### config.mk
export PLATFORM = sky130hd
export DESIGN_NAME = nal_top
export DESIGN_NICKNAME = d
export VERILOG_FILES = /design/src/rtl/nal_pkg.sv /design/src/rtl/nal_edge_sync.sv /design/src/rtl/nal_classify.sv /design/src/rtl/nal_addr_asm.sv /design/src/rtl/nal_top.sv
export SDC_FILE = /design/constraint.sdc
export NUM_CORES = 1
export LEC_CHECK = 0
export ABC_AREA = 0
export BUFFER_PORTS_ARGS = -buffer_cell sky130_fd_sc_hd__clkbuf_2
export CORE_MARGIN = 10
export CORE_UTILIZATION = 50
export CTS_BUF_LIST = sky130_fd_sc_hd__clkbuf_8 sky130_fd_sc_hd__clkbuf_16
export DETAILED_ROUTE_END_ITERATION = 6
export PLACE_DENSITY_LB_ADDON = 0.1
export SETUP_SLACK_MARGIN = 0.05
export SLEW_MARGIN = 10
export SYNTH_ARGS = -nofsm -noshare
export SYNTH_HDL_FRONTEND = slang
export SYNTH_SLANG_ARGS = --single-unit
### constraint.sdc
create_clock -name clk_i -period 2.2 [get_ports clk_i]
set_input_delay 0.44 -clock clk_i [delete_from_list [all_inputs] [get_ports clk_i]]
set_output_delay 0.44 -clock clk_i [all_outputs]
set_load 0.02 [all_outputs]
### src/rtl/nal_pkg.sv
package nal_pkg;
  typedef enum logic [1:0] {
    BK_NONE = 2'd0,
    BK_CMD  = 2'd1,
    BK_ADDR = 2'd2
  } byte_kind_e;

  localparam logic [7:0] OP_HALF_LO = 8'h00;
  localparam logic [7:0] OP_HALF_HI = 8'h01;
endpackage

### src/rtl/nal_edge_sync.sv
module nal_edge_sync #(
  parameter int unsigned W      = 12,
  parameter int unsigned STAGES = 2
) (
  input  logic         clk_i,
  input  logic         rst_ni,
  input  logic [W-1:0] async_i,
  input  logic         we_ni,
  output logic [W-1:0] sync_o,
  output logic         we_rise_o
);
  logic [W:0] stage_q [STAGES];
  logic       we_last_q;

  for (genvar s = 0; s < STAGES; s++) begin : g_stage
    always_ff @(posedge clk_i or negedge rst_ni) begin
      if (!rst_ni) stage_q[s] <= {1'b1, {W{1'b0}}};
      else if (s == 0) stage_q[s] <= {we_ni, async_i};
      else stage_q[s] <= stage_q[(s == 0) ? 0 : s-1];
    end
  end

  always_ff @(posedge clk_i or negedge rst_ni) begin
    if (!rst_ni) we_last_q <= 1'b1;
    else         we_last_q <= stage_q[STAGES-1][W];
  end

  assign sync_o    = stage_q[STAGES-1][W-1:0];
  assign we_rise_o = stage_q[STAGES-1][W] & ~we_last_q;

  a_r2_rise_single: assert property (@(posedge clk_i) disable iff (!rst_ni)
    we_rise_o |=> !we_rise_o);
endmodule

### src/rtl/nal_classify.sv
module nal_classify
  import nal_pkg::*;
(
  input  logic       stb_i,
  input  logic       ce_ni,
  input  logic       cle_i,
  input  logic       ale_i,
  output byte_kind_e kind_o
);
  always_comb begin
    kind_o = BK_NONE;
    if (stb_i && !ce_ni) begin
      if (cle_i && !ale_i)      kind_o = BK_CMD;
      else if (ale_i && !cle_i) kind_o = BK_ADDR;
    end
  end
endmodule

### src/rtl/nal_addr_asm.sv
module nal_addr_asm #(
  parameter int unsigned BUS_W  = 8,
  parameter int unsigned CYCLES = 3,
  localparam int unsigned ADDR_W = BUS_W * CYCLES + 1,
  localparam int unsigned CNT_W  = $clog2(CYCLES + 1)
) (
  input  logic              clk_i,
  input  logic              rst_ni,
  input  logic              cmd_stb_i,
  input  logic              addr_stb_i,
  input  logic [BUS_W-1:0]  data_i,
  output logic [ADDR_W-1:0] addr_o,
  output logic              done_o
);
  import nal_pkg::*;

  localparam logic [CNT_W-1:0] CNT_FULL = CNT_W'(CYCLES);
  localparam logic [CNT_W-1:0] CNT_LAST = CNT_W'(CYCLES - 1);

  logic [CNT_W-1:0]  cnt_q;
  logic [ADDR_W-1:0] addr_q;
  logic              done_q;

  function automatic int unsigned slice_lo(int unsigned k);
    return (k == 0) ? 0 : k * BUS_W + 1;  // skip half-select bit
  endfunction

  always_ff @(posedge clk_i or negedge rst_ni) begin
    if (!rst_ni) begin
      cnt_q  <= '0;
      addr_q <= '0;
      done_q <= 1'b0;
    end else begin
      done_q <= 1'b0;
      if (cmd_stb_i) begin
        cnt_q <= '0;
        if (data_i == BUS_W'(OP_HALF_LO))      addr_q[BUS_W] <= 1'b0;
        else if (data_i == BUS_W'(OP_HALF_HI)) addr_q[BUS_W] <= 1'b1;
      end else if (addr_stb_i && cnt_q != CNT_FULL) begin
        for (int unsigned k = 0; k < CYCLES; k++) begin
          if (cnt_q == CNT_W'(k)) addr_q[slice_lo(k) +: BUS_W] <= data_i;
        end
        cnt_q  <= cnt_q + 1'b1;
        done_q <= (cnt_q == CNT_LAST);
      end
    end
  end

  assign addr_o = addr_q;
  assign done_o = done_q;

  a_r5_hold_when_full: assert property (@(posedge clk_i) disable iff (!rst_ni)
    (addr_stb_i && cnt_q == CNT_FULL) |=> $stable(addr_q) && !done_q);
  a_r6_cmd_restarts: assert property (@(posedge clk_i) disable iff (!rst_ni)
    cmd_stb_i |=> cnt_q == '0);
  a_r7_done_at_full: assert property (@(posedge clk_i) disable iff (!rst_ni)
    done_q |-> cnt_q == CNT_FULL);
  a_r4_half_hi: assert property (@(posedge clk_i) disable iff (!rst_ni)
    (cmd_stb_i && data_i == BUS_W'(OP_HALF_HI)) |=> addr_q[BUS_W]);
  a_r4_half_lo: assert property (@(posedge clk_i) disable iff (!rst_ni)
    (cmd_stb_i && data_i == BUS_W'(OP_HALF_LO)) |=> !addr_q[BUS_W]);
endmodule

### src/rtl/nal_top.sv
module nal_top #(
  parameter int unsigned BUS_W       = 8,
  parameter int unsigned CYCLES      = 3,
  parameter int unsigned SYNC_STAGES = 2,
  localparam int unsigned ADDR_W = BUS_W * CYCLES + 1
) (
  input  logic              clk_i,
  input  logic              rst_ni,
  input  logic              ce_ni,
  input  logic              we_ni,
  input  logic              cle_i,
  input  logic              ale_i,
  input  logic [BUS_W-1:0]  io_i,
  output logic              cmd_valid_o,
  output logic [BUS_W-1:0]  cmd_o,
  output logic              addr_done_o,
  output logic [ADDR_W-1:0] addr_o
);
  import nal_pkg::*;

  localparam int unsigned SW = BUS_W + 3;

  logic [SW-1:0]    sync_w;
  logic             we_rise;
  byte_kind_e       kind;
  logic             cmd_valid_q;
  logic [BUS_W-1:0] cmd_q;

  nal_edge_sync #(.W(SW), .STAGES(SYNC_STAGES)) i_sync (
    .clk_i    (clk_i),
    .rst_ni   (rst_ni),
    .async_i  ({ce_ni, cle_i, ale_i, io_i}),
    .we_ni    (we_ni),
    .sync_o   (sync_w),
    .we_rise_o(we_rise)
  );

  nal_classify i_class (
    .stb_i (we_rise),
    .ce_ni (sync_w[BUS_W+2]),
    .cle_i (sync_w[BUS_W+1]),
    .ale_i (sync_w[BUS_W]),
    .kind_o(kind)
  );

  nal_addr_asm #(.BUS_W(BUS_W), .CYCLES(CYCLES)) i_asm (
    .clk_i     (clk_i),
    .rst_ni    (rst_ni),
    .cmd_stb_i (kind == BK_CMD),
    .addr_stb_i(kind == BK_ADDR),
    .data_i    (sync_w[BUS_W-1:0]),
    .addr_o    (addr_o),
    .done_o    (addr_done_o)
  );

  always_ff @(posedge clk_i or negedge rst_ni) begin
    if (!rst_ni) begin
      cmd_valid_q <= 1'b0;
      cmd_q       <= '0;
    end else begin
      cmd_valid_q <= (kind == BK_CMD);
      if (kind == BK_CMD) cmd_q <= sync_w[BUS_W-1:0];
    end
  end

  assign cmd_valid_o = cmd_valid_q;
  assign cmd_o       = cmd_q;

  a_r8_drop_conflict: assert property (@(posedge clk_i) disable iff (!rst_ni)
    (we_rise && sync_w[BUS_W+1] == sync_w[BUS_W]) |=> $stable(addr_o) && !cmd_valid_o && !addr_done_o);
  a_r9_ce_high_drop: assert property (@(posedge clk_i) disable iff (!rst_ni)
    (we_rise && sync_w[BUS_W+2]) |=> $stable(addr_o) && !cmd_valid_o);
  a_r2_pulse_single: assert property (@(posedge clk_i) disable iff (!rst_ni)
    cmd_valid_o |=> !cmd_valid_o);
endmodule

==> results list, run 1 <==
* Critical path startpoint category: register
- The first global-routing pass estimated approximately 7100 microns of wire.
- Final worst-path cycle share: a little under 90%
- Highest fanout seen on the critical path: 9
- Synthesized-area fraction occupied by xor and xnor cells: 0%
- Post-CTS repair changed the size of 0 cells.
- The floorplan has 23 rows.
* Endpoint required time on the critical path: around 2.4 ns
* Clock net sink count: just over 60
- Setup violations remaining at the end of the flow were counted as 0.
- Routed vias: ~1,200
* Number of hold-slack violations in the final timing report: 0
- Dominant combinational cell family by area after synthesis: multiplexers
- Drt drc: 0
- Fraction of the mapped netlist area in simple logic gates: under 10%
* Register-to-Register Setup Slack: approximately 0.30 ns
* Mux contribution to synthesized area: between 15 and 20%
- TritonCTS built the clock tree.
- After floorplanning, the core was sized to cover 4060 sq um.
- Once the floorplan was initialized, standard cells occupied 52.6% of the core.
* Setup TNS: 0 ns
* Post-Route Skew: 0.00617 ns
- Total length of routed wires: between 4000 and 5000 microns
- For this design the ratio of total power to cell area is around 1100 nW/um^2.
- For this run, the slowest stage of the critical path takes 0.41 ns.
- Mapped Nets: 140
* H-tree lvl count: 3
- Average wire per cell in the routed design: 18.1 microns
- Post-route minimum period: between 1.5 and 2 ns
- Placed wire-length estimate: 3060 microns
* Arrival @ worst endpoint: roughly 2.1 ns
- The die covers 7280 sq um.
* GP Congestion: about 0.76
- Worst-case headroom to the max-slew limit: about 54%
- Residual overflow from global routing: 0
- Setup repair bufs after CTS: 0
- CP endpoint kind: register
* Clock transition at path regs: around 0.060 ns
* Synth Warn #: 0
- The synthesized netlist occupies a cell area of roughly 2100 sq um.
- Boundary pin count: 49
* End of the worst register-to-register path: i_asm.addr_o[18]$_DFFE_PN0P_
- The pre-antenna-repair detailed-routing pass consisted of 4 iterations.
- Summing the sequential cell areas from Yosys gives 72.9% of the chip area.
* Origin of the critical flop-to-flop path: i_asm.cnt_q[0]$_DFFE_PN0P_
- Utilization after layout: between 60% and 70%
- Die boundary width: 85.3 microns
- Static timing analysis puts the maximum clock frequency at approximately 0.53 GHz.
- Global routing used 12.6% of the available tracks.
- The die is about 85 microns tall.
* Maxcap violations: 0
* Type of the tightest min-delay check: in2async
- Synthesis-to-finish area growth: 22.9%
* Fraction of the mapped netlist area in compound gates: under 10%
- IR analysis of the VDD net gives a maximum drop of approximately 550 uV.
- Slew at the pin closest to its max-slew limit: 0.683 ns
- Initial drt markers: just under 80
* Number of hold-repair buffers added at the cts stage: 0
- Setup repair after global routing left no endpoint under its margin.
- In this run, distinct cell masters in the synthesized netlist total 18.
* Final net count: 200
* Synth Area in Adders: ~2.3%
* Logic depth of the worst register-to-register path: 4
- EDFF count, synth: 0
- Remaining antenna violation count: 0
* Crit Path Class: reg2reg
- Cell type of the slowest stage on the worst timing path: dfrtp_1
- Static power due to leakage: ~1.3 nW
- Synthesis produced about 120 cells.
- Run status: finished clean
- Flip-flop and latch count after synthesis: 62
- In this run the deepest clock path goes through 2 buffers.
- The number of global-route vias before repair is between 1,000 and 1,500.
- The most used flip-flop cell after synthesis is dfrtp_1.
- Number of diodes added for antenna fixing: 0
* CTS Buf Count: 9
* Number of buffers added on ports: between 40 and 50
- Counting flops with an async set or reset pin after synthesis yields a share of between 90% and 100%.
- Series of cell instances along the critical path: ha_1 -> nor3b_2 -> nand3_2 -> mux2_2
- Synth Area per Inst: around 17 sq um
- The initial antenna violation count was 0.
* Pin count of the biggest net entering global routing: 37
- Post-DR vias/cell: 4.99
* Clk root buf: clkbuf_8
- Cells with a size suffix above 1 make up 57.2% of the layout.
- Pins over their slew limit: 0
* Latest clock arrival within the worst-skew pair: 0.32 ns
-- registers in the layout (all words and copies together) (netlist names) --
signal	flops
cmd_valid_o	1
i_sync.stage_q	13
i_asm.addr_o	25
i_asm.done_o	1
i_asm.cnt_q	2
i_sync.sync_o	11
cmd_o	8
i_sync.we_last_q	1
-- metal layers --
| layer | share of wire, % | track usage (%) | vias up |
|---|---|---|---|
| met2 | 52 | 20.6 | 35 |
| met5 | 0 | 0 | - |
| met3 | 6.8 | 6.41 | 4 |
| li1 | - | - | 548 |
| met1 | 40 | 13.8 | 596 |
| met4 | 0.84 | 4.49 | 0 |
-- cell type report --
class | instances | area [sq um]
sequential | 62 | 1560
fill | 303 | 1430
multi-input combinational | 56 | 564
timing repair buffer | 49 | 260
clock buffer | 10 | 138
tap | 50 | 62.6
clock inverter | 6 | 28.8
inverter | 4 | 15.0
-- cell usage after synthesis (2+ instances only) --
master   count  area, sq um
dfrtp_1     59         1480
mux2_2      32          360
ha_1         4         50.1
inv_1        4         15.0
dfstp_2      3         78.8
nand3_2      3         30.0
a21oi_1      2         10.0
a41oi_1      2         17.5
nand3_1      2         10.0
o21ai_0      2         10.0
or3b_2       2         17.5
-- cell families (layout without fill, tap and decap cells) --
kind of cell	after synthesis	in the layout
mux	32	32
compound gates	6	6
flops	62	62
fa+ha+maj	4	4
simple gates	14	14
buf+inv	4	69
-- metrics by stage --
stage | worst slack (ns) | cell area, sq um | power (mW) | instances | hold WS [ns]
finish | 0.298 | 2620 | 2.77 | 237 | 0.148
global route | 0.192 | 2620 | 2.92 | 237 | 0.186
CTS | 0.277 | 2620 | 2.82 | 237 | 0.154
detailed placement | 0.335 | 2460 | 1.99 | 221 | 0.336
global placement | 0.441 | 2460 | 1.96 | 221 | 0.332
floorplan | 0.615 | 2130 | 1.74 | 122 | 0.144
-- cells in the final DEF (no fill, tap or decap), drive strengths merged --
cell and n:
a21oi 2, a41oi 2, buf 1, clkbuf 58, clkinv 5, dfrtp 59, dfstp 3, ha 4
inv 5, mux2 32, nand2 1, nand3 5, nor2 1, nor2b 1, nor3 1, nor3b 2
nor4 1, o21ai 2, or3b 2
-- where the power goes --
group	switching [mW]	internal, mW
Combinational	0.326	0.220
Clock	0.395	0.424
Sequential	0.0989	1.31
Total	0.819	1.95
-- how the worst max path moves through the flow --
stage                                              end                        from  slack [ns]  cells past startpoint
after floorplan           i_asm.addr_o[17]$_DFFE_PN0P_  i_asm.cnt_q[0]$_DFFE_PN0P_        0.62                      4
after detailed placement  i_asm.addr_o[24]$_DFFE_PN0P_  i_asm.cnt_q[0]$_DFFE_PN0P_        0.33                      4
after global placement    i_asm.addr_o[23]$_DFFE_PN0P_  i_asm.cnt_q[0]$_DFFE_PN0P_        0.44                      4
final                     i_asm.addr_o[18]$_DFFE_PN0P_  i_asm.cnt_q[0]$_DFFE_PN0P_        0.30                      4
after CTS                 i_asm.addr_o[18]$_DFFE_PN0P_  i_asm.cnt_q[0]$_DFFE_PN0P_        0.28                      4
after global routing      i_asm.addr_o[18]$_DFFE_PN0P_  i_asm.cnt_q[0]$_DFFE_PN0P_        0.19                      4
-- critical path, delay by kind of cell (launching register included) --
family	cells	cell delay, ns
muxes	1	0.37
DFF	1	0.41
adders and majority gates	1	0.25
and+or+nand+nor	2	0.75
Note: power is estimated with default switching activity, not from simulation.
==> run 2, diff against run 1 <==
--- a/config.mk
+++ b/config.mk
@@ -11,7 +11,8 @@
 export CORE_UTILIZATION = 50
 export CTS_BUF_LIST = sky130_fd_sc_hd__clkbuf_8 sky130_fd_sc_hd__clkbuf_16
 export DETAILED_ROUTE_END_ITERATION = 6
-export PLACE_DENSITY_LB_ADDON = 0.1
+export PLACE_DENSITY = 0.72
+export REMOVE_ABC_BUFFERS = 1
 export SETUP_SLACK_MARGIN = 0.05
 export SLEW_MARGIN = 10
 export SYNTH_ARGS = -nofsm -noshare
==> run 2 against run 1 <==
Register-to-register slack gained 0.04 ns. Sequential power is essentially flat. Final cell count is the same. Critical endpoint is now i_asm.addr_o[22]$_DFFE_PN0P_. Largest cell class unchanged. Highest routed layer unchanged.
==> results list, run 2 (synthesis gave the netlist of run 1 again) <==
* Boundary pin count: 49 (unchanged)
- Run status: finished clean (unchanged).
- Die Y: 85.3 microns (unchanged)
- Vias in the first global route: 1,383 (was 1,405)
* Combinational fraction of design power: 19.6% (was 19.7%)
* GP Congestion: 0.832 (was 0.756)
- Leading cell type in the layout, fill and taps excluded: dfrtp_1 (unchanged)
- The critical setup path kind was reg2reg (unchanged).
* CP endpoint kind: register (unchanged)
- The largest net degree at the start of global routing came to 39 (was 37).
* Power density over the cells: 1060 nW/um^2 (about the same)
* Number of hold-slack violations in the final timing report: 0 (unchanged)
- Final hold slack: 0.109 ns (was 0.148 ns)
- The routed wire length was 4400 microns (was 4290 microns).
- Inst Count DP: 221 (unchanged)
- Worst-case headroom to the max-slew limit: 58.4% (was 54.4%)
* Post-DR vias/cell: 5.07 (was 4.99)
- Final net count: 200 (unchanged)
- The worst min-delay path class is in2async (unchanged).
- Number of buffers added on ports: 48 (unchanged)
- The leakage power summed over all cells was 1.34 nW (about the same).
- Most frequent cells in the layout: 59 x dfrtp_1, 48 x clkbuf_2, 32 x mux2_2, 10 x clkbuf_8, 6 x inv_1 (was 59 x dfrtp_1, 48 x clkbuf_2, 32 x mux2_2, 10 x clkbuf_8).
* Number of hold-repair buffers added at the cts stage: 0 (unchanged)
- The power share of the clock group is 29.8% (was 29.5%).
- The floorplan row count is 23 (unchanged).
* Post-Route Skew: 0.00587 ns (was 0.00617 ns)
- The global route total overflow is 0 (unchanged).
- The library cell used as clock root buffer was clkbuf_8 (unchanged).
- The internal power summed over all cells is 1.95 mW (about the same).
* Clock tree from TritonCTS: built (unchanged)
- The number of optimization iterations in the first detailed-route pass was 4 (unchanged).
* IR Drop Worst-Case VDD: 658 uV (was 549 uV)
- Maxcap violations: 0 (unchanged)
* Clock transition at path regs: 0.07 ns (was 0.06 ns)
* Routed vias: 1,201 (was 1,183)
- Latest clock arrival within the worst-skew pair: 0.34 ns (was 0.32 ns)
* Utilization after layout: 64.7% (about the same)
- The number of diodes came to 0 (unchanged).
- The post-CTS resize count was 0 (unchanged).
* Worst-case clock buffer depth: 2 (unchanged)
- The buffer count from post-CTS setup fixing came to 0 (unchanged).
- Initial cell density of the core: 52.6% (unchanged)
- Synthesis-to-finish area growth: 23.0% (was 22.9%)
- The setup total negative slack is 0 ns (unchanged).
- The startpoint kind of the worst setup timing path is a register (unchanged).
- The fmax is 0.537 GHz (was 0.526 GHz).
- CTS Buf Count: 9 (unchanged)
* Slew at the pin closest to its max-slew limit: 0.623 ns (was 0.683 ns)
- The routed wirelength normalized by instance count came to 18.6 microns (was 18.1 microns).
- The least setup slack across all paths after layout is 0.337 ns (was 0.298 ns).
- Drt drc: 0 (unchanged)
- The number of flip-flops under the largest register name came to 25 (unchanged).
* Initial drt markers: 56 (was 78)
- The max-slew violation total from the final report was 0 (unchanged).
- The combined global-route utilization of all metal layers was 13.1% (was 12.6%).
- Post-route minimum period: 1.86 ns (was 1.90 ns)
- Setup repair after global routing missed its margin: false (unchanged)
- The final antenna-violating net count was 0 (unchanged).
- The die width is 85.3 microns (unchanged).
* Antenna violations before repair: 0 (unchanged)
* Worst setup slack before clock tree synthesis: 0.340 ns (was 0.335 ns)
* Share of final-layout standard cells stronger than drive strength 1: 56.7% (was 57.2%)
* Highest fanout seen on the critical path: 9 (unchanged)
* Final worst-path cycle share: 84.7% (was 86.5%)
- The global-route wire length before repair was 7220 microns (was 7140 microns).
- Power spent charging and discharging nets: 0.842 mW (was 0.819 mW)
- Clock net sink count: 62 (unchanged)
- Number of setup violations in the final report: 0 (unchanged)
- Die Footprint: 7280 sq um (unchanged)
- Placeable core region: 4060 sq um (unchanged)
- The number of standard cells in the final layout excluding fillers was 237 (unchanged).
* Endpoint required time on the critical path: 2.42 ns (was 2.40 ns)
* Seq pwr share: 50.6% (was 50.8%)
- Arrival @ worst endpoint: 2.08 ns (was 2.10 ns)
- The total number of H-tree levels came to 3 (unchanged).
- Fraction of power spent switching nets: 30.1% (was 29.5%)
- Placed wire-length estimate: 3120 microns (was 3060 microns)
run 2: cell count changes in the layout (fill, tap and decap cells not counted):
cell,before,now
clkinv_2,5,3
clkinvlp_4,0,1
inv_1,5,6
run 2: final timing paths:
check	from	end	slack, ns	cells after the start
min in group clk_i	we_ni	i_sync.stage_q[23]$_DFF_PN1_	0.19	1
hold / removal	rst_ni	i_asm.addr_o[21]$_DFFE_PN0P_	0.11	1
max in group asynchronous	rst_ni	i_sync.stage_q[23]$_DFF_PN1_	1.41	2
setup / recovery	i_asm.cnt_q[0]$_DFFE_PN0P_	i_asm.addr_o[22]$_DFFE_PN0P_	0.34	4
setup reg to reg	i_asm.cnt_q[0]$_DFFE_PN0P_	i_asm.addr_o[22]$_DFFE_PN0P_	0.34	4
hold reg to reg	i_sync.stage_q[12]$_DFF_PN0_	i_sync.sync_o[0]$_DFF_PN0_	0.35	0
run 2: final cells by class:
class | instances | area [sq um]
multi-input cells | 56 | 564
well taps | 50 | 62.6
flip-flops and latches | 62 | 1560
clock inverters | 6 | 30.0
fillers | 301 | 1430
inverters | 4 | 15.0
repair buffers | 49 | 260
clock buffers | 10 | 138
run 2: worst max-delay path: stages, from the launching register on:
cell and delay [ns]:
dfrtp_1 0.42, ha_1 0.23, nor3b_2 0.39, nand3_2 0.33, mux2_2 0.37
run 2: per-layer routing:
| layer | wire (microns) | part of all wire (%) | track usage (%) | vias up |
|---|---|---|---|---|
| met5 | 0 | 0 | 0 | - |
| met4 | 62 | 1.4 | 5.84 | 0 |
| met3 | 370 | 8.4 | 7.07 | 7 |
| met2 | 2160 | 49 | 20.6 | 39 |
| met1 | 1810 | 41 | 14.3 | 610 |
| li1 | - | - | - | 545 |
run 2: power by group through the flow:
stage          Clock, mW  Combinational (mW)  Sequential [mW]
2_1_floorplan          0               0.163             1.58
3_3_place_gp           0               0.539             1.42
3_5_place_dp           0               0.561             1.43
4_1_cts            0.848               0.564             1.41
5_1_grt            0.914               0.595             1.43
6_report           0.833               0.548             1.41
run 2: through the flow:
stage          cell area (sq um)  power, mW
2_1_floorplan               2130       1.74
6_report                    2630       2.79
3_3_place_gp                2460       1.96
4_1_cts                     2630       2.83
3_5_place_dp                2460       1.99
5_1_grt                     2630       2.94
==> run 3, diff against run 2 <==
--- a/config.mk
+++ b/config.mk
@@ -5,10 +5,10 @@
 export SDC_FILE = /design/constraint.sdc
 export NUM_CORES = 1
 export LEC_CHECK = 0
-export ABC_AREA = 0
+export ABC_AREA = 1
 export BUFFER_PORTS_ARGS = -buffer_cell sky130_fd_sc_hd__clkbuf_2
 export CORE_MARGIN = 10
-export CORE_UTILIZATION = 50
+export CORE_UTILIZATION = 48
 export CTS_BUF_LIST = sky130_fd_sc_hd__clkbuf_8 sky130_fd_sc_hd__clkbuf_16
 export DETAILED_ROUTE_END_ITERATION = 6
 export PLACE_DENSITY = 0.72
==> constraint.sdc (replaced) <==
create_clock -name clk_i -period 1.6 [get_ports clk_i]
set_input_delay 0.32 -clock clk_i [delete_from_list [all_inputs] [get_ports clk_i]]
set_output_delay 0.32 -clock clk_i [all_outputs]
set_load 0.02 [all_outputs]
==> run 3 against run 2 <==
Count of clock-buffer cells in the layout is the same. Fmax grew 33%. Flip-flop and latch count is the same. Clock skew grew 0.0026 ns. Design area grew 6.0%. Core utilization shrank 2.5 points. Highest routed layer unchanged. Via count grew 30%. Non-clock buffer count grew 3. First-iteration DRC count grew 100%. Final cell count grew 36%. Largest cell class unchanged. Total power grew 32%. Critical path depth grew 1. Critical endpoint is now cmd_o[4]$_DFFE_PN0P_.
==> results list, run 3 <==
- The library cell used as clock root buffer is clkbuf_8 (unchanged).
* Pin count of the biggest net entering global routing: 63 (was 39)
- Maxcap violations: 0 (unchanged)
- The final antenna-violating net count came to 0 (unchanged).
* Die Footprint: 7870 sq um (was 7280 sq um)
- Std-Cell Rows: 24 (was 23)
- The power density of the placed cells was 1320 nW/um^2 (was 1060 nW/um^2).
- The detailed placement HPWL is 3090 microns (was 3120 microns).
- The number of placed I/O pins is 49 (unchanged).
- The reg2reg setup slack was 0.20 ns (was 0.34 ns).
* Number of diodes added for antenna fixing: 0 (unchanged)
- The share of Yosys cell area claimed by the top area cell type is 65.2% (was 69.2%).
* Number of instances on the worst hold path: 1
- The leakage power summed over all cells came to 1.55 nW (was 1.34 nW).
- Flip-flop and latch count after synthesis: 62 (unchanged)
- Placeable core region: 4470 sq um (was 4060 sq um)
- Pins over their slew limit: 0 (unchanged)
- Cell Area, Synth: 2260 sq um (was 2130 sq um)
- Arrival @ worst endpoint: 1.61 ns (was 2.08 ns)
* H-tree lvl count: 3 (unchanged)
- The area growth from synthesis to final layout was 22.8% (was 23.0%).
- Routed vias: 1,557 (was 1,201)
- Setup repair bufs after CTS: 0 (unchanged)
- The starting utilization of the core area is 50.6% (was 52.6%).
- Setup repair after global routing missed its margin: false (unchanged).
- The top flip-flop cell by instance count after synthesis was dfrtp_1 (unchanged).
* Run status: finished clean (unchanged)
- The placer congestion estimate was 0.792 (was 0.832).
- Number of setup violations in the final report: 0 (unchanged)
- Logic depth of the worst register-to-register path: 5 (was 4)
* Most frequent cells in the layout: 73 x nand2_1, 59 x dfrtp_1, 48 x clkbuf_2, 20 x nand3_1, 13 x inv_1 (was 59 x dfrtp_1, 48 x clkbuf_2, 32 x mux2_2, 10 x clkbuf_8, 6 x inv_1)
- The post-layout minimum cycle time is 1.40 ns (was 1.86 ns).
- Average wire per cell in the routed design: 13.8 microns (was 18.6 microns)
* Pwr Total: 3.68 mW (was 2.79 mW)
* Synthesized instance count: 205 (was 122)
- Number of buffers added on ports: 48 (unchanged)
* Total length of routed wires: 4460 microns (was 4400 microns)
* Setup TNS: 0 ns (unchanged)
* Endpoint required time on the critical path: 1.81 ns (was 2.42 ns)
- Residual overflow from global routing: 0 (unchanged)
- Worst setup slack before clock tree synthesis: 0.181 ns (was 0.340 ns)
* Leading cell type in the layout, fill and taps excluded: nand2_1 (was dfrtp_1)
* Distinct cell type count of the synthesized netlist: 20 (was 18)
- The total number of clock tree sinks came to 62 (unchanged).
- The average vias per placed instance came to 4.84 (was 5.07).
- The layout cell share with drive strength beyond 1 was 30.0% (was 56.7%).
- The number of hold violations in the final report was 0 (unchanged).
- Drt drc: 0 (unchanged)
- The yosys synthesis warning count came to 0 (unchanged).
- Die Y: 88.7 microns (was 85.3 microns)
- The clock latency at the later pin of the worst-skew pair came to 0.33 ns (was 0.34 ns).
* Most frequent cell after synthesis: nand2_1 (was dfrtp_1)
* Highest fanout seen on the critical path: 9 (unchanged)
- IR Drop Worst-Case VDD: 659 uV (was 658 uV)
- Initial drt markers: 113 (was 56)
- Synth Area per Inst: 11.0 sq um (was 17.5 sq um)
* Commonest cells in the synthesized netlist: 73 x nand2_1, 59 x dfrtp_1, 20 x nand3_1, 11 x inv_1, 10 x o21ai_0 (was 59 x dfrtp_1, 32 x mux2_2, 4 x ha_1, 4 x inv_1)
* Async S/R FF share, synth: 100% (unchanged)
- Final worst-path cycle share: 87.3% (was 84.7%)
- Proportion of synthesized chip area in sequential cells: 68.7% (was 72.9%)
* CP endpoint kind: register (unchanged)
- The critical setup path kind is reg2reg (unchanged).
* EDFF count, synth: 0 (unchanged)
- Biggest area contributors in the synthesized netlist: dfrtp_1 65%, nand2_1 12%, nand3_1 4.4%, dfstp_2 3.5%, ha_1 2.2% (was dfrtp_1 69%, mux2_2 17%, dfstp_2 3.7%, ha_1 2.3%, nand3_2 1.4%).
- Post-synthesis cell type with the largest combined area: dfrtp_1 (unchanged)
- The initial antenna violation count is 0 (unchanged).
- First-pass GRT wire length: 7720 microns (was 7220 microns)
- Die boundary width: 88.7 microns (was 85.3 microns)
- Clock tree from TritonCTS: built (unchanged)
* Vias in the first global route: 1,570 (was 1,383)
* Clock transition at path regs: 0.06 ns (was 0.07 ns)
- Final net count: 283 (was 200)
- Initial DRT Pass Iterations: 4 (unchanged)
* Slew at the pin closest to its max-slew limit: 0.369 ns (was 0.623 ns)
* Post-Route Skew: 0.00845 ns (was 0.00587 ns)
- Worst-case headroom to the max-slew limit: 75.4% (was 58.4%)
- GRT Total Usage: 13.1% (about the same)
- The deepest clock path buffer count came to 2 (unchanged).
- The startpoint kind of the worst setup timing path is a register (unchanged).
* CTS Buf Count: 9 (unchanged)
* Largest register FFs: 25 (unchanged)
* Type of the tightest min-delay check: in2reg (was in2async)
- The least setup slack across all paths after layout was 0.203 ns (was 0.337 ns).
- Top achievable clock speed: 0.716 GHz (was 0.537 GHz)
-- run 3: changes by cell type after synthesis, moves of 3 or more --
cell	previous run	this run
nand3_1	2	20
nor2_1	1	7
mux2_2	32	0
nand3_2	3	0
inv_1	4	11
nand2_1	0	73
nor2_2	0	4
o21ai_0	2	10
-- run 3: layout make-up --
class | count | area, sq um
Fill cell | 377 | 1690
Multi-Input combinational cell | 128 | 651
Clock buffer | 10 | 138
Clock inverter | 6 | 30.0
Tap cell | 52 | 65.1
Inverter | 12 | 45.0
Timing Repair Buffer | 52 | 298
Sequential cell | 62 | 1560
-- run 3: power breakdown --
part / total [mW] / switching [mW] / internal, mW / leakage (nW)
combinational: 0.660 / 0.453 / 0.207 / 0.678
clock: 1.14 / 0.556 / 0.583 / 0.0944
sequential: 1.88 / 0.119 / 1.76 / 0.777
total: 3.68 / 1.13 / 2.55 / 1.55
-- run 3: layer usage --
| layer | share of wire (%) | GRT usage (%) | wire (microns) | vias to the layer above |
|---|---|---|---|---|
| li1 | - | - | - | 768 |
| met1 | 47 | 17.2 | 2090 | 726 |
| met2 | 41 | 16.8 | 1830 | 53 |
| met3 | 9.7 | 6.62 | 431 | 10 |
| met4 | 2.4 | 7.34 | 107 | 0 |
| met5 | 0 | 0 | 0 | - |
-- run 3: critical path, stage by stage (launching register included) --
cell and delay [ns]:
dfrtp_1 0.40, nor2_2 0.28, nand3_1 0.23, buf_4 0.23
nand2_1 0.05, o21ai_0 0.07
-- run 3: path summary, 6_finish.rpt --
check                                        startpoint                            to
hold / removal                                    we_ni  i_sync.stage_q[23]$_DFF_PN1_
setup / recovery             i_sync.sync_o[8]$_DFF_PN0_          cmd_o[4]$_DFFE_PN0P_
max in group asynchronous                        rst_ni  i_sync.stage_q[23]$_DFF_PN1_
setup reg to reg             i_sync.sync_o[8]$_DFF_PN0_          cmd_o[4]$_DFFE_PN0P_
min in group asynchronous                        rst_ni  i_asm.addr_o[20]$_DFFE_PN0P_
hold reg to reg            i_sync.stage_q[20]$_DFF_PN0_    i_sync.sync_o[8]$_DFF_PN0_
-- run 3: timing repair --
action | 4_1_cts | 5_1_grt
hold buffers | 1 | 0
endpoints found under the setup margin | 0 | 9
hold endpoints to repair | 54 | 0
resized for setup | 0 | 2
-- run 3: stage by stage --
step | hold slack (ns) | std cells | cell area [sq um] | util [%]
floorplan | 0.0244 | 202 | 2240 | -
global placement | 0.332 | 305 | 2590 | 58.0
detailed placement | 0.336 | 305 | 2590 | 58.0
CTS | 0.0575 | 322 | 2770 | 61.9
global route | 0.0526 | 322 | 2780 | 62.2
finish | 0.0748 | 322 | 2780 | 62.2
-- run 3: cells by family (layout without fill, tap and decap cells) --
| group | Yosys count | after routing | share of synthesized area [%] |
|---|---|---|---|
| flip-flops | 62 | 62 | 68.7 |
| adder cells (fa/ha/maj) | 4 | 4 | 2.21 |
| AO/OA/AOI/OAI | 12 | 12 | 2.65 |
| buffers and inverters | 15 | 80 | 3.04 |
| AND/OR/NAND/NOR | 112 | 112 | 23.4 |
